`src/rtl/spi_cmd_pkg.sv`:
```
package spi_cmd_pkg;
    localparam logic [7:0] ADDR_CTRL = 8'h60;
    localparam logic [7:0] ADDR_OPC  = 8'h61;
    localparam logic [7:0] ADDR_PAY  = 8'h64;
    localparam logic [7:0] ADDR_RESP = 8'h67;

    localparam int PAY_MAX  = 3;
    localparam int RESP_MAX = 3;
    localparam int TX_W     = 8 * (1 + PAY_MAX);
    localparam int RX_W     = 8 * RESP_MAX;
    localparam int BIT_W    = $clog2(TX_W + RX_W + 1);

    typedef enum logic [1:0] {
        SH_IDLE = 2'd0,
        SH_RUN  = 2'd1,
        SH_TAIL = 2'd2
    } sh_state_e;

    typedef struct packed {
        logic [7:1]                ctrl;
        logic [7:0]                opc;
        logic [PAY_MAX-1:0][7:0]   pay;
        logic [RESP_MAX-1:0][7:0]  resp;
        logic                      busy;
        logic [7:0]                rdata;
    } bank_t;

    typedef struct packed {
        sh_state_e         st;
        logic              sck;
        logic [TX_W-1:0]   tx;
        logic [RX_W-1:0]   rx;
        logic [BIT_W-1:0]  bit_idx;
        logic [BIT_W-1:0]  last_bit;
        logic [BIT_W-1:0]  tx_bits;
        logic [1:0]        rcnt;
    } shift_t;
endpackage

```
`src/rtl/spi_cmd_clkdiv.sv`:
```
module spi_cmd_clkdiv #(
    parameter int SCK_HALF = 2
) (
    input  logic clk,
    input  logic rst_n,
    input  logic en,
    output logic tick
);
    localparam int CW = (SCK_HALF > 1) ? $clog2(SCK_HALF) : 1;
    localparam logic [CW-1:0] TOP = CW'(SCK_HALF - 1);

    logic [CW-1:0] cnt_d, cnt_q;

    always_comb begin
        tick  = en && (cnt_q == TOP);
        cnt_d = cnt_q;
        if (!en || tick) cnt_d = '0;
        else             cnt_d = cnt_q + 1'b1;
    end

    always_ff @(posedge clk or negedge rst_n) begin
        if (!rst_n) cnt_q <= '0;
        else        cnt_q <= cnt_d;
    end
endmodule

```
`src/rtl/spi_cmd_shifter.sv`:
```
module spi_cmd_shifter
    import spi_cmd_pkg::*;
(
    input  logic            clk,
    input  logic            rst_n,
    input  logic            tick,
    input  logic            launch,
    input  logic [1:0]      wcnt,
    input  logic [1:0]      rcnt,
    input  logic [TX_W-1:0] tx_word,
    input  logic            miso,
    output logic            sck,
    output logic            mosi,
    output logic            cs_n,
    output logic            active,
    output logic            fin,
    output logic [RX_W-1:0] rx_aligned
);
    shift_t q, d;

    always_comb begin
        d   = q;
        fin = 1'b0;
        case (q.st)
            SH_IDLE: begin
                if (launch) begin
                    d.st       = SH_RUN;
                    d.sck      = 1'b0;
                    d.tx_bits  = BIT_W'({wcnt, 3'b000}) + BIT_W'(8);
                    d.tx       = tx_word & ~({TX_W{1'b1}} >> d.tx_bits);
                    d.rx       = '0;
                    d.bit_idx  = '0;
                    d.last_bit = BIT_W'({wcnt, 3'b000}) + BIT_W'({rcnt, 3'b000}) + BIT_W'(7);
                    d.rcnt     = rcnt;
                end
            end
            SH_RUN: begin
                if (tick) begin
                    if (!q.sck) begin
                        d.sck = 1'b1;
                        if (q.bit_idx >= q.tx_bits) d.rx = {q.rx[RX_W-2:0], miso};
                    end else begin
                        d.sck = 1'b0;
                        d.tx  = q.tx << 1;
                        if (q.bit_idx == q.last_bit) d.st = SH_TAIL;
                        else                         d.bit_idx = q.bit_idx + 1'b1;
                    end
                end
            end
            SH_TAIL: begin
                if (tick) begin
                    d.st = SH_IDLE;
                    fin  = 1'b1;
                end
            end
            default: d.st = SH_IDLE;
        endcase
    end

    always_ff @(posedge clk or negedge rst_n) begin
        if (!rst_n) q <= '0;
        else        q <= d;
    end

    assign sck        = q.sck;
    assign mosi       = q.tx[TX_W-1];
    assign cs_n       = (q.st == SH_IDLE);
    assign active     = (q.st != SH_IDLE);
    assign rx_aligned = q.rx << {2'd3 - q.rcnt, 3'b000};
endmodule

```
`src/rtl/spi_cmd_engine.sv`:
```
module spi_cmd_engine
    import spi_cmd_pkg::*;
#(
    parameter int SCK_HALF = 2
) (
    input  logic       clk,
    input  logic       rst_n,
    input  logic [7:0] reg_addr,
    input  logic [7:0] reg_wdata,
    input  logic       reg_we,
    input  logic       reg_re,
    output logic [7:0] reg_rdata,
    output logic       spi_sck,
    output logic       spi_mosi,
    input  logic       spi_miso,
    output logic       spi_cs_n
);
    bank_t q, d;

    logic            launch;
    logic            tick;
    logic            active;
    logic            fin;
    logic [RX_W-1:0] rx_aligned;
    logic [TX_W-1:0] tx_word;
    logic [7:0]      rd_mux;
    logic            busy;
    logic [7:0]      opc_held;

    always_comb begin
        tx_word = '0;
        tx_word[TX_W-1 -: 8] = q.opc;
        for (int i = 0; i < PAY_MAX; i++) tx_word[TX_W-9-8*i -: 8] = q.pay[i];
    end

    always_comb begin
        rd_mux = 8'h00;
        if (reg_addr == ADDR_CTRL) rd_mux = {q.ctrl, q.busy};
        if (reg_addr == ADDR_OPC)  rd_mux = q.opc;
        for (int i = 0; i < PAY_MAX; i++)
            if (reg_addr == ADDR_PAY + 8'(i)) rd_mux = q.pay[i];
        for (int k = 0; k < RESP_MAX; k++)
            if (reg_addr == ADDR_RESP + 8'(k)) rd_mux = q.resp[k];
    end

    always_comb begin
        d      = q;
        launch = 1'b0;
        if (reg_we && !q.busy) begin
            if (reg_addr == ADDR_CTRL) begin
                d.ctrl = reg_wdata[7:1];
                launch = reg_wdata[0];
                d.busy = reg_wdata[0];
            end
            if (reg_addr == ADDR_OPC) d.opc = reg_wdata;
            for (int i = 0; i < PAY_MAX; i++)
                if (reg_addr == ADDR_PAY + 8'(i)) d.pay[i] = reg_wdata;
        end
        if (fin) begin
            d.busy = 1'b0;
            for (int k = 0; k < RESP_MAX; k++)
                if (2'(k) < q.ctrl[2:1]) d.resp[k] = rx_aligned[RX_W-1-8*k -: 8];
        end
        if (reg_re) d.rdata = rd_mux;
    end

    always_ff @(posedge clk or negedge rst_n) begin
        if (!rst_n) q <= '0;
        else        q <= d;
    end

    spi_cmd_clkdiv #(.SCK_HALF(SCK_HALF)) u_div (
        .clk   (clk),
        .rst_n (rst_n),
        .en    (active),
        .tick  (tick)
    );

    spi_cmd_shifter u_shift (
        .clk        (clk),
        .rst_n      (rst_n),
        .tick       (tick),
        .launch     (launch),
        .wcnt       (reg_wdata[4:3]),
        .rcnt       (reg_wdata[2:1]),
        .tx_word    (tx_word),
        .miso       (spi_miso),
        .sck        (spi_sck),
        .mosi       (spi_mosi),
        .cs_n       (spi_cs_n),
        .active     (active),
        .fin        (fin),
        .rx_aligned (rx_aligned)
    );

    assign reg_rdata = q.rdata;
    assign busy      = q.busy;
    assign opc_held  = q.opc;
endmodule

```
`config.mk`:
```
export PLATFORM = sky130hd
export DESIGN_NAME = spi_cmd_engine
export DESIGN_NICKNAME = d
export VERILOG_FILES = /design/src/rtl/spi_cmd_pkg.sv /design/src/rtl/spi_cmd_clkdiv.sv /design/src/rtl/spi_cmd_shifter.sv /design/src/rtl/spi_cmd_engine.sv
export SDC_FILE = /design/constraint.sdc
export NUM_CORES = 1
export LEC_CHECK = 0
export ABC_AREA = 0
export ABC_CLOCK_PERIOD_IN_PS = 2300
export BUFFER_PORTS_ARGS = -buffer_cell sky130_fd_sc_hd__buf_2
export CAP_MARGIN = 40
export CORE_MARGIN = 2
export CORE_UTILIZATION = 45
export CTS_CLUSTER_SIZE = 16
export DETAILED_ROUTE_END_ITERATION = 7
export SLEW_MARGIN = 20
export SYNTH_ARGS = -nofsm -noshare
export SYNTH_HDL_FRONTEND = slang
export SYNTH_SLANG_ARGS = --single-unit
```
`constraint.sdc`:
```
create_clock -name clk -period 2.3 [get_ports clk]
set_input_delay 0.23 -clock clk [delete_from_list [all_inputs] [get_ports clk]]
set_output_delay 0.23 -clock clk [all_outputs]
set_load 0.02 [all_outputs]
```
==> impl_metrics.tcl <==
set metrics [dict create \
    outcome "finished, final reports clean" \
    dr.pass1.iters 5 \
    worst_clock_skew_ns 0.00676 \
    start_kind "flip-flop" \
    synth-seq-cells 147 \
    synthToLayoutAreaGrowth_pct 14.7 \
    clock_tree.root_cell "clkbuf_16" \
    fin_nets 744 \
    irDropWorstVdd_v 0.000511 \
    synthFlopType "dfrtp_1" \
    layout-drive-gt1-share_pct 18.7 \
    area.sequential_um2 3680 \
    antenna_found_initial 0 \
    grt_pass1_wl_mm 29.7 \
    worst_pin_slew_ns 0.715 \
    crit_end "u_shift.q[24]" \
    reg2reg_depth 5 \
    max_stage_delay_ns 0.44 \
    start_util_pct 45.5 \
    r2r_end "u_shift.q[24]" \
    antenna_cells 0 \
    yosysTopAreaCellShare_pct 51.4 \
    power_frac_comb_pct 5.6 \
    power_density_nw_per_um2 748 \
    synthArstFlopShare_pct 100 \
    fillCellCount 1405 \
    fp.dieW_um 130 \
    dp.cells 909 \
    vias 5475 \
    synth_area_leaders "dfrtp_1 (51%), mux2_2 (6.3%), nand2_1 (4.3%)" \
    synth_warnings 0 \
    hold_buffers 1 \
    crit_start "busy" \
    seq_area_frac_synth_pct 51.4 \
    yosysTopAreaCell "dfrtp_1" \
    cts_resized 0 \
    tns_ns 0 \
    drt_iter0_markers 428 \
    fin_cells 942 \
    worstSetupEndpointType "flip-flop" \
    multiInputGateArea_um2 3140 \
    critPathSlowestCell "dfrtp_1" \
    ant_nets 0 \
    via_per_inst 5.81 \
    port-buffer-count 31 \
    routed_wirelength_mm 18.3 \
    cts-htree-levels 4 \
    p_leak_nw 3.75 \
    synth_edf_count 0 \
    setup_viol 0 \
    clockBufferDepth 2 \
    synth_area_um2 7150 \
    rrSetupSlack_ns 0.22 \
    pwr-share-clk_pct 49.9 \
    synth_cell_types 56 \
    std_cell_rows 46 \
    grtUsageTotal_pct 23.1 \
    io-pin-count 32 \
    internal_power_w 0.00477 \
    post-route-period-util_pct 90.4 \
    route.detailed.drc 0 \
    cts_sinks 147 \
    swShare_pct 22.3 \
    dp_hpwl_mm 13.0 \
    maxSlewViolCount 0 \
    crit_chain "nor4b_4 > and4_1 > nand3_1 > a21o_1 > a22o_1" \
    criticalPathCategory "reg2reg" \
    p_total_w 0.00614 \
    fin_crit_ns 2.08 \
    reg2reg_from "busy" \
    cts_tree "yes" \
    slew_headroom_pct 52.2 \
    seqPwrFrac_pct 44.5 \
    grt_max_degree 55 \
    die_area_um2 16900 \
    wl_per_cell_um 19.5 \
    cp.required_ns 2.61 \
    post_cts_buffers 0 \
    holdPathStages 2 \
    max_clock_freq_mhz 481 \
    grt_pass1_vias 5419 \
    avgSynthCellArea_um2 10.3 \
    synth.net_count 728 \
    clk_latency_ns 0.42 \
    clk_pin_slew_ns 0.06 \
    cts_buffers 17 \
    cp_max_fo 24 \
    core_um2 15700 \
    holdWs_ns 0.0442 \
    gp_congestion 0.905 \
    cp_data_arrival_time_ns 2.39 \
    netlist_instances 697 \
    rsz0062_at_grt "false" \
    power.switching_w 0.00137 \
    final_area_um2 8210 \
    cap_violations 0 \
    hp-class "in2reg" \
    placed_cell_area_um2 7540 \
    fp.dieH_um 130 \
    gr-total-overflow 0 \
    hold_viol_final 0 \
]
[logic make-up (layout without fill, tap and decap cells)]
| kind of cell | count (synthesis) | after routing | synth area share [%] |
|---|---|---|---|
| fa+ha+maj | 10 | 10 | 1.85 |
| flops | 147 | 147 | 51.4 |
| mux | 49 | 49 | 7.77 |
| compound gates | 194 | 194 | 18.1 |
| simple gates | 215 | 215 | 15.3 |
| buf+inv | 75 | 104 | 4.76 |
| xor+xnor | 7 | 7 | 0.857 |
[power by group through the flow]
stage | clock, W | combinational [W] | sequential [W]
2_1_floorplan | 0 | 0.000203 | 0.00274
3_3_place_gp | 0 | 0.000335 | 0.00277
3_5_place_dp | 0 | 0.000344 | 0.00277
4_1_cts | 0.00311 | 0.000346 | 0.00273
5_1_grt | 0.00324 | 0.000384 | 0.00273
6_report | 0.00306 | 0.000343 | 0.00273
[stage by stage]
step	util, %	setup WS [ns]
2_1_floorplan	-	0.450
3_3_place_gp	48.0	0.288
3_5_place_dp	48.0	0.226
4_1_cts	52.2	0.215
5_1_grt	52.2	0.0650
6_report	52.2	0.222
[per-layer routing]
metal	GRT usage (%)	routed length [um]	part of all wire [%]	up-vias
li1	-	-	-	2569
met1	32.4	8600	47	2725
met2	36.1	8540	47	156
met3	4.26	780	4.3	25
met4	8.03	430	2.3	0
met5	0	0	0	-
[Yosys cell counts (3+ instances only)]
master     number
xnor2_1         4
a221o_1         5
buf_4           9
and3_1          4
nor3_1         33
a21oi_1        49
mux2i_1         6
o2111ai_1       3
nor2_1         40
clkbuf_1       26
o21ai_1        13
nor4b_4         3
a22o_1         25
buf_1           3
o21ai_0        32
nand3b_1        3
nand2_1        81
a22oi_1        39
buf_2          20
nor4_1          6
o2bb2ai_1       5
ha_1            9
nand4_1         3
nand3_1        21
mux2_2         40
dfrtp_1       147
xor2_1          3
nand2b_1        4
inv_1          17
a221oi_1       10
[cell usage in the layout (no fill, tap or decap), types with 4 or more instances in the layout]
cell	instances
dfrtp_1	147
nand2_1	81
a21oi_1	49
mux2_2	40
nor2_1	39
a22oi_1	39
nor3_1	33
o21ai_0	32
buf_2	30
a22o_1	25
nand3_1	21
buf_4	19
inv_1	17
clkbuf_16	17
o21ai_1	13
a221oi_1	10
ha_1	9
nor4_1	6
mux2i_1	6
o2bb2ai_1	5
a221o_1	5
bufinv_16	5
nand2b_1	4
and3_1	4
xnor2_1	4
buf_12	4
[cell type report]
| class | instances | area share, % |
|---|---|---|
| clock buffer | 20 | 5.56 |
| clock inverter | 12 | 2.45 |
| inverter | 17 | 0.777 |
| multi-input combinational | 475 | 38.3 |
| sequential | 147 | 44.8 |
| tap | 216 | 3.29 |
| timing repair buffer | 55 | 4.80 |
[worst min-delay path by stage]
stage / from / endpoint / slack, ns
final: spi_miso / u_shift.q[20] / 0.04
after global routing: spi_miso / u_shift.q[20] / 0.05
after CTS: spi_miso / u_shift.q[20] / 0.03
after detailed placement: rst_n / reg_rdata[6] / 0.21
after global placement: rst_n / reg_rdata[6] / 0.20
after floorplan: rst_n / busy / -0.07
[worst max-delay path, delay by kind of cell, from the launching register on]
| family | cells | cell delay, ns |
|---|---|---|
| AOI/OAI and AO/OA | 2 | 0.73 |
| DFF | 1 | 0.44 |
| and+or+nand+nor | 3 | 0.78 |
[sequential cells by signal (all words and copies together) (netlist names)]
register	count
u_shift.q	72
u_shift.mosi	1
opc_held	8
u_shift.sck	1
busy	1
u_div.cnt_q	1
q	55
reg_rdata	8
Power figures use the tool's default switching activity.
